--- src/rtl/strseq_pkg.sv ---
package strseq_pkg;
  typedef enum logic {SQ_IDLE = 1'b0, SQ_RUN = 1'b1} sq_state_e;

  function automatic logic [4:0] clamp_code(input logic [4:0] code, input logic [4:0] max_code);
    return (code > max_code) ? max_code : code;
  endfunction
endpackage

--- src/rtl/strseq_len_reg.sv ---
module strseq_len_reg #(
  parameter int CODE_W   = 5,
  parameter int MAX_CODE = 30
) (
  input  logic              clk,
  input  logic              rst,
  input  logic              wr_en,
  input  logic [CODE_W-1:0] wr_code,
  output logic [CODE_W-1:0] len_q,
  output logic              err_q
);
  localparam logic [CODE_W-1:0] MAXC = CODE_W'(MAX_CODE);

  logic over;
  assign over = wr_code > MAXC;

  always_ff @(posedge clk) begin
    if (rst) begin
      len_q <= '0;
      err_q <= 1'b0;
    end else begin
      err_q <= wr_en && over;
      if (wr_en) len_q <= over ? MAXC : wr_code;
    end
  end

  // clamped value and error pulse
  p_clamp_r3: assert property (@(posedge clk) disable iff (rst)
    (wr_en && wr_code > MAXC) |=> (len_q == MAXC && err_q));
  p_err_only_after_write_r3: assert property (@(posedge clk) disable iff (rst)
    !wr_en |=> !err_q);
  // legal code stored as written
  p_legal_store_r2: assert property (@(posedge clk) disable iff (rst)
    (wr_en && wr_code <= MAXC) |=> (len_q == $past(wr_code) && !err_q));
  // code only changes on a write
  p_hold_r4: assert property (@(posedge clk) disable iff (rst)
    !wr_en |=> $stable(len_q));
endmodule

--- src/rtl/strseq_walker.sv ---
module strseq_walker
  import strseq_pkg::*;
#(
  parameter int CODE_W = 5,
  parameter int IDX_W  = 5,
  parameter int BIAS   = 2
) (
  input  logic              clk,
  input  logic              rst,
  input  logic              start,
  input  logic              ready,
  input  logic [CODE_W-1:0] len_code,
  output logic              busy,
  output logic [IDX_W-1:0]  idx,
  output logic              first_q,
  output logic              last_q,
  output logic              carry_q,
  output logic              done_q
);
  sq_state_e          state;
  logic [IDX_W-1:0]   last_idx;
  logic [IDX_W-1:0]   nxt_idx;

  assign busy    = (state == SQ_RUN);
  assign nxt_idx = idx + IDX_W'(1);

  always_ff @(posedge clk) begin
    if (rst) begin
      state    <= SQ_IDLE;
      idx      <= '0;
      last_idx <= '0;
      first_q  <= 1'b0;
      last_q   <= 1'b0;
      carry_q  <= 1'b0;
      done_q   <= 1'b0;
    end else begin
      done_q <= 1'b0;
      case (state)
        SQ_IDLE: begin
          if (start) begin
            state    <= SQ_RUN;
            idx      <= '0;
            last_idx <= IDX_W'(len_code) + IDX_W'(BIAS - 1);
            first_q  <= 1'b1;
            last_q   <= 1'b0;
            carry_q  <= 1'b0;
          end
        end
        default: begin
          if (ready) begin
            if (idx == last_idx) begin
              state   <= SQ_IDLE;
              idx     <= '0;
              first_q <= 1'b0;
              last_q  <= 1'b0;
              carry_q <= 1'b0;
              done_q  <= 1'b1;
            end else begin
              idx     <= nxt_idx;
              first_q <= 1'b0;
              carry_q <= 1'b1;
              last_q  <= (nxt_idx == last_idx);
            end
          end
        end
      endcase
    end
  end

  // index holds without ready
  p_idx_hold_r6: assert property (@(posedge clk) disable iff (rst)
    (busy && !ready) |=> ($stable(idx) && busy));
  // done is a single pulse with the sequencer idle
  p_done_pulse_r8: assert property (@(posedge clk) disable iff (rst)
    done_q |-> (!busy && idx == '0) ##1 !done_q);
  // first word and carry enable are complementary while running
  p_first_carry_r7: assert property (@(posedge clk) disable iff (rst)
    busy |-> (first_q != carry_q));
  p_first_idx_r7: assert property (@(posedge clk) disable iff (rst)
    first_q |-> (busy && idx == '0));
  p_idle_flags_r7: assert property (@(posedge clk) disable iff (rst)
    !busy |-> !(first_q || last_q || carry_q));
  // start during a run never ends it early
  p_start_ignored_r9: assert property (@(posedge clk) disable iff (rst)
    (busy && start && !ready) |=> busy);
  // index stays within the captured length
  p_idx_range_r5: assert property (@(posedge clk) disable iff (rst)
    busy |-> (idx <= last_idx));
endmodule

--- src/rtl/strlen_seq.sv ---
module strlen_seq #(
  parameter int MAX_WORDS = 32,
  parameter int BIAS      = 2,
  parameter int CODE_W    = 5
) (
  input  logic              clk,
  input  logic              rst,
  input  logic              wr_en,
  input  logic [CODE_W-1:0] wr_code,
  input  logic              start,
  input  logic              ready,
  output logic [CODE_W-1:0] len_code,
  output logic              code_err,
  output logic              busy,
  output logic [CODE_W-1:0] word_idx,
  output logic              first_word,
  output logic              last_word,
  output logic              carry_en,
  output logic              done
);
  localparam int MAX_CODE = MAX_WORDS - BIAS;
  localparam int IDX_W    = $clog2(MAX_WORDS);

  logic [IDX_W-1:0] idx;

  strseq_len_reg #(.CODE_W(CODE_W), .MAX_CODE(MAX_CODE)) u_len (
    .clk(clk), .rst(rst), .wr_en(wr_en), .wr_code(wr_code),
    .len_q(len_code), .err_q(code_err)
  );

  strseq_walker #(.CODE_W(CODE_W), .IDX_W(IDX_W), .BIAS(BIAS)) u_walk (
    .clk(clk), .rst(rst), .start(start), .ready(ready), .len_code(len_code),
    .busy(busy), .idx(idx), .first_q(first_word), .last_q(last_word),
    .carry_q(carry_en), .done_q(done)
  );

  assign word_idx = CODE_W'(idx);
endmodule

--- config.mk ---
export PLATFORM = sky130hd
export DESIGN_NAME = strlen_seq
export DESIGN_NICKNAME = d
export VERILOG_FILES = /design/src/rtl/strseq_pkg.sv /design/src/rtl/strseq_len_reg.sv /design/src/rtl/strseq_walker.sv /design/src/rtl/strlen_seq.sv
export SDC_FILE = /design/constraint.sdc
export NUM_CORES = 1
export LEC_CHECK = 0
export ABC_AREA = 1
export BUFFER_PORTS_ARGS = -buffer_cell sky130_fd_sc_hd__buf_2
export CORE_MARGIN = 4
export CORE_UTILIZATION = 46
export CTS_CLUSTER_DIAMETER = 150
export DETAILED_ROUTE_END_ITERATION = 7
export PLACE_DENSITY = 0.73
export REMOVE_ABC_BUFFERS = 1
export SETUP_SLACK_MARGIN = 0.02
export SYNTH_ARGS = -nofsm -noshare
export SYNTH_HDL_FRONTEND = slang
export SYNTH_SLANG_ARGS = --single-unit
--- constraint.sdc ---
create_clock -name clk -period 1.3 [get_ports clk]
set_clock_uncertainty 0.15 [all_clocks]
set_input_delay 0.065 -clock clk [delete_from_list [all_inputs] [get_ports clk]]
set_output_delay 0.065 -clock clk [all_outputs]
set_load 0.005 [all_outputs]
==> metrics.md, run 1 <==
| Metric | Value |
|---|---|
| Status | finished with violations |
| Failing checks | setup timing |
| Vias in the first global route | roughly 1k |
| CP Capture Type | flip-flop |
| Syn Area/Cell | 6.88 µm² |
| Grt total ovfl | 0 |
| Clk Latency, worst-skew pair | roughly 310 ps |
| Dpl ws | -160 ps |
| Mapped Area | 1020 µm² |
| Worst-path fanout max | 4 |
| Rel. slew slack | 0.807 |
| Yosys Warn Count | 0 |
| Max Cap Viol | 0 |
| Drt pass-1 iters | 4 |
| WL/cell | roughly 13 µm |
| Largest net degree at the start of global routing | 13 |
| HP Class | flip-flop to flip-flop |
| TritonCTS buffer count | 3 |
| DR DRC count | 0 |
| Core Area | slightly above 2000 µm² |
| Final hold viol count | 0 |
| Gp weighted congestion | 0.798 |
| PnR worst setup slack | -103 ps |
| Post-DRT Antenna Nets | 0 |
| Register bit total from synthesis | 21 |
| Fin crit period | ~1400 ps |
| Final worst-path cycle share | 1.08 |
| Reg2Reg Depth | 9 |
| I/O Buffers | 25 |
| Antenna diodes | 0 |
| Crit path arrival time | 1510 ps |
| DR vias | ~1.1k |
| Hold Crit Start | u_walk.carry_q |
| Clock sink total | 21 |
| CTS max path bufs | 2 |
| RSZ-0062 raised after global routing | true |
| Leak pwr | between 0.7 and 0.8 nW |
| Io pins | 26 |
| GRT Total Usage | 0.184 |
| Worst-margin pin slew | between 200 and 300 ps |
| CTS tree | yes |
| Clk pin slew, worst setup/hold paths | around 130 ps |
| Initial antenna violation count | 0 |
| GRT Max-Usage Layer | met2 |
| Initial DRC Count | 25 |
| DIE AREA | 3050 µm² |
| Setup crit start kind | flip-flop |
| Clock Root Buffer | clkbuf_4 |
| Met2 Use GR | 0.318 |
| Post-synthesis instance total | around 150 |
| CP Data Required Time | ~1400 ps |
| Fillcell total | 165 |
| DP Wirelength | ~1900 µm |
| Area added between synthesis and finish | 49.3% |
| Die Span Y | roughly 55 µm |
| Maximum achievable frequency | roughly 0.7 GHz |
| Maximum vdd drop | about 0.7 mV |
| GR Layer Usage met3 | 0.0233 |
| Die Width | around 55 µm |
| Rows | 16 |
| Hold path depth | 2 |
| Share of cells above drive strength 1 | 0.386 |
| Area occupied by multi-input gates | between 500 and 600 µm² |
| Setup violators final | 8 |
| Starting Density | 0.502 |
| Critical Path Start | u_walk.idx[0] |
| H-tree depth | 1 |
| Yosys cell types | 19 |
| Max-slew violation count | 0 |
| Sequential cell area fraction in the yosys report | 0.410 |
| Pwr dens | roughly 870 nW/µm² |
| WS Path Type | flip-flop to flip-flop |
| Drt total wl | a little under 3000 µm |
| Vias/cell | slightly below 5 |
| Reg-to-Reg Start | u_walk.idx[0] |
| FF+latch area | about 440 µm² |
| First-pass GRT wire length | 4640 µm |
| Final hold slack | ~320 ps |
| Net count, final | 215 |
| Grt met1 use | 0.231 |
## area by class of cell
| type | instances | area share |
|---|---|---|
| clock buffers | 3 | 0.0147 |
| flip-flops and latches | 21 | 0.288 |
| inverters | 23 | 0.0581 |
| well taps | 27 | 0.0221 |
| multi-input cells | 103 | 0.386 |
| clock inverters | 1 | 0.00327 |
| repair buffers | 51 | 0.228 |
## flip-flops by register name (all words and copies together), names as in the netlist
name	cells
u_len.len_q	5
u_walk.idx	5
u_walk.last_idx	5
u_len.err_q	1
u_walk.busy	1
u_walk.carry_q	1
u_walk.done_q	1
u_walk.first_q	1
u_walk.last_q	1
## cell usage after synthesis
library cell / n / area [µm²]
a21oi_1: 14 / 70.1
clkbuf_1: 2 / 7.51
dfxtp_1: 21 / 420
ha_1: 2 / 25.0
inv_1: 22 / 82.6
inv_2: 1 / 3.75
nand2_1: 41 / 154
nand2_2: 1 / 6.26
nand3_1: 10 / 50.1
nand3b_1: 1 / 7.51
nor2_1: 12 / 45.0
nor2_2: 1 / 6.26
nor2_4: 2 / 22.5
nor3_1: 1 / 5.00
o211ai_1: 1 / 7.51
o21ai_0: 10 / 50.1
o221ai_1: 1 / 8.76
xnor2_1: 2 / 17.5
xor2_1: 4 / 35.0
## cells by family after synthesis
kind of cell    Yosys count  synth area share
simple gates             69             0.289
compound gates           26             0.133
buf+inv                  25            0.0916
flops                    21             0.410
xor+xnor                  6            0.0513
fa+ha+maj                 2            0.0244
## final timing paths
kind                                  endpoint  slack, ps
worst max-delay path             u_walk.last_q       -100
worst min register to register  u_walk.carry_q        320
worst min-delay path            u_walk.carry_q        320
worst max register to register   u_walk.last_q       -100
## metrics by stage
step | cell area (µm²) | setup TNS [ps] | utilization | power, mW | cells
6_report | 1530 | -262 | 0.749 | 1.33 | 229
3_5_place_dp | 1260 | -680 | 0.616 | 0.953 | 210
5_1_grt | 1530 | -1220 | 0.749 | 1.40 | 229
3_3_place_gp | 1260 | -251 | 0.616 | 0.944 | 210
4_1_cts | 1390 | -524 | 0.682 | 1.30 | 223
2_1_floorplan | 1020 | -73.5 | - | 0.848 | 147
## per-layer routing
layer  routed length (µm)  share of wire
met5                    0              0
met4                   28         0.0097
met3                   91          0.031
met2                 1530           0.53
met1                 1250           0.43
## layout by cell type (no fill, tap or decap), drive strengths merged
cell	instances
nand2	42
buf	42
inv	23
dfxtp	21
nor2	15
a21oi	14
o21ai	10
nand3	10
dlygate4sd3	9
xor2	4
clkbuf	3
xnor2	2
ha	2
nand3b	1
nor3	1
o221ai	1
o211ai	1
clkinv	1
## worst max-delay path, cell delays in order (launching register included)
cell     delay, ps
dfxtp_4        390
ha_4           270
inv_2           30
nand2_2         40
nand2_2         50
nor2_1          90
nand3_1         80
nor2_1          80
nand2_1         60
a21oi_2        110
## power by group
group / switching [mW] / leakage, nW / internal, mW
clock network: 0.215 / 0.0177 / 0.115
logic: 0.152 / 0.553 / 0.138
registers: 0.0354 / 0.177 / 0.677
total: 0.403 / 0.747 / 0.929
## repair_timing
item | CTS | global route
setup endpoints to repair | 9 | 15
gates resized for setup | 4 | 31
hold buffers | 9 | 0
pin swaps | 0 | 3
setup buffers | 0 | 6
hold endpoints to repair | 15 | 0
(Power assumes the default switching activity.)
==> run 2, diff against run 1 <==
--- a/config.mk
+++ b/config.mk
@@ -11,6 +11,7 @@
 export CORE_UTILIZATION = 46
 export CTS_CLUSTER_DIAMETER = 150
 export DETAILED_ROUTE_END_ITERATION = 7
+export MAX_ROUTING_LAYER = met4
 export PLACE_DENSITY = 0.73
 export REMOVE_ABC_BUFFERS = 1
 export SETUP_SLACK_MARGIN = 0.02
==> run 2 against run 1 <==
  * The flow still finishes with violations (setup timing)
  * Critical path depth stayed put
  * Sequential cell count is the same
  * Worst hold slack got worse by 1.9 ps
  * Sequential share of layout area about the same
  * Core utilization is 0.12 points lower
  * Largest power group unchanged
  * Sequential power hardly changed
  * Wire length shrank 1.0%
  * Non-clock buffer count is the same
  * Critical endpoint unchanged
  * Clock power barely moved
==> metrics.md, run 2 (same netlist as run 1, synthesis figures left out) <==
| Metric | Value |
|---|---|
| Final cell count without fillers | approximately 230 |
| Share of cells above drive strength 1 | 0.381 |
| CP Capture Type | flip-flop |
| DR vias | ~1.1k |
| Io pins | 26 |
| Rows | 16 |
| Post-DRT Antenna Nets | 0 |
| Net count, final | between 200 and 250 |
| Worst-path fanout max | 4 |
| Worst Path Buf+Inv | 1 |
| Clk Latency, worst-skew pair | 310 ps |
| Crit path arrival time | approximately 1500 ps |
| Worst-margin pin slew | approximately 290 ps |
| Area added between synthesis and finish | 49.1% |
| Clock sink total | 21 |
| Critical path's slowest cell | dfxtp_4 |
| CP Data Required Time | 1410 ps |
| Initial DRC Count | 23 |
| Clock Root Buffer | clkbuf_4 |
| WS Path Type | flip-flop to flip-flop |
| Rel. slew slack | 0.809 |
| Gp weighted congestion | 0.809 |
| Commonest non-fill, non-tap cell in the layout | nand2_1 |
| H-tree depth | 1 |
| Cell chain of the critical path | ha_4 -> inv_2 -> nand2_2 -> nand2_2 -> nor2_1 -> nand3_1 -> nor2_1 -> nand2_1 -> a21oi_2 |
| Largest regs | u_len.len_q (5), u_walk.idx (5), u_walk.last_idx (5) |
| DR DRC count | 0 |
| Fin crit period | roughly 1400 ps |
| Maximum achievable frequency | a little over 0.7 GHz |
| TritonCTS buffer count | 3 |
| HP Class | flip-flop to flip-flop |
| Pwr dens | about 870 nW/µm² |
| Maximum vdd drop | 0.708 mV |
| Drt pass-1 iters | 4 |
| Failing checks | setup timing |
| Clk pin slew, worst setup/hold paths | 120 ps |
| Vias in the first global route | a little over 1k |
| Setup crit start kind | flip-flop |
| I/O Buffers | 25 |
| Core Area | 2040 µm² |
| Vias/cell | 4.89 |
| Grt total ovfl | 0 |
| Initial antenna violation count | 0 |
| Setup violators final | 8 |
| CTS tree | yes |
| Antenna diodes | 0 |
| Status | finished with violations |
| Drt total wl | 2870 µm |
| Die Span Y | 55.2 µm |
| Placed Cells | 210 |
| DIE AREA | approximately 3000 µm² |
| CP max stage delay | 390 ps |
| Leak pwr | ~0.75 nW |
| First-pass GRT wire length | approximately 4600 µm |
| Dpl ws | -160 ps |
| Max Cap Viol | 0 |
| Crit path max-delay family | flip-flops |
| WL/cell | ~13 µm |
| Final worst-path cycle share | 1.08 |
| RSZ-0062 raised after global routing | true |
| DP Wirelength | approximately 1900 µm |
| Pwr Total | 1.33 mW |
| Die Width | 55.2 µm |
| Final hold viol count | 0 |
| Largest net degree at the start of global routing | 13 |
| Starting Density | 0.502 |
| PnR worst setup slack | -99.4 ps |
| Most frequent cells in the layout | nand2_1 (36), buf_2 (24), inv_1 (20), buf_4 (17), dfxtp_1 (13) |
| CTS max path bufs | 2 |
| GRT Total Usage | 0.189 |
| Max-slew violation count | 0 |
## run 2: cell counts in the layout (fill, tap and decap cells not counted)
No cell type changed its count.
## run 2: routing by layer
layer	up-vias	GRT usage	part of all wire
li1	572	-	-
met1	519	0.232	0.43
met2	24	0.318	0.53
met3	4	0.0233	0.031
met4	0	0.0694	0.0091
met5	-	-	0
## run 2: final cells by class
type                            instances  area [µm²]
Inverter                               23        88.8
Fill cell                             165         514
Clock inverter                          1        5.00
Clock buffer                            3        22.5
Sequential cell                        21         440
Timing Repair Buffer                   51         349
Multi-Input combinational cell        103         588
Tap cell                               27        33.8
## run 2: worst paths after layout
| path | start | endpoint | slack (ps) | cells past startpoint |
|---|---|---|---|---|
| setup reg to reg | u_walk.idx[0] | u_walk.last_q | -100 | 9 |
| hold / removal | u_walk.carry_q | u_walk.carry_q | 320 | 2 |
| setup / recovery | u_walk.idx[0] | u_walk.last_q | -100 | 9 |
| hold reg to reg | u_walk.carry_q | u_walk.carry_q | 320 | 2 |
## run 2: per-stage QoR
stage | utilization | TNS [ps] | hold WS, ps | instance area [µm²]
2_1_floorplan | - | -73.5 | -15.9 | 1020
3_3_place_gp | 0.616 | -251 | 153 | 1260
3_5_place_dp | 0.616 | -680 | 158 | 1260
4_1_cts | 0.682 | -524 | 323 | 1390
5_1_grt | 0.748 | -1190 | 348 | 1530
6_report | 0.748 | -285 | 320 | 1530
## run 2: power by group
group | internal, mW | leakage [nW] | switching (mW)
sequential | 0.676 | 0.177 | 0.0351
combinational | 0.137 | 0.553 | 0.151
clock | 0.115 | 0.0177 | 0.216
total | 0.929 | 0.748 | 0.402
## run 2: worst register-to-register path: stages, from the launching register on
cell     delay (ps)
dfxtp_4         390
ha_4            270
inv_2            30
nand2_2          40
nand2_2          50
nor2_1           80
nand3_1          80
nor2_1           80
nand2_1          60
a21oi_2         110
## run 2: what timing repair did
action                                 4_1_cts  5_1_grt
endpoints found under the hold margin       15        0
pin swaps                                    0        3
gates resized for setup                      4       30
hold buffers                                 9        0
setup endpoints to repair                    9       15
buffers inserted                             0        6
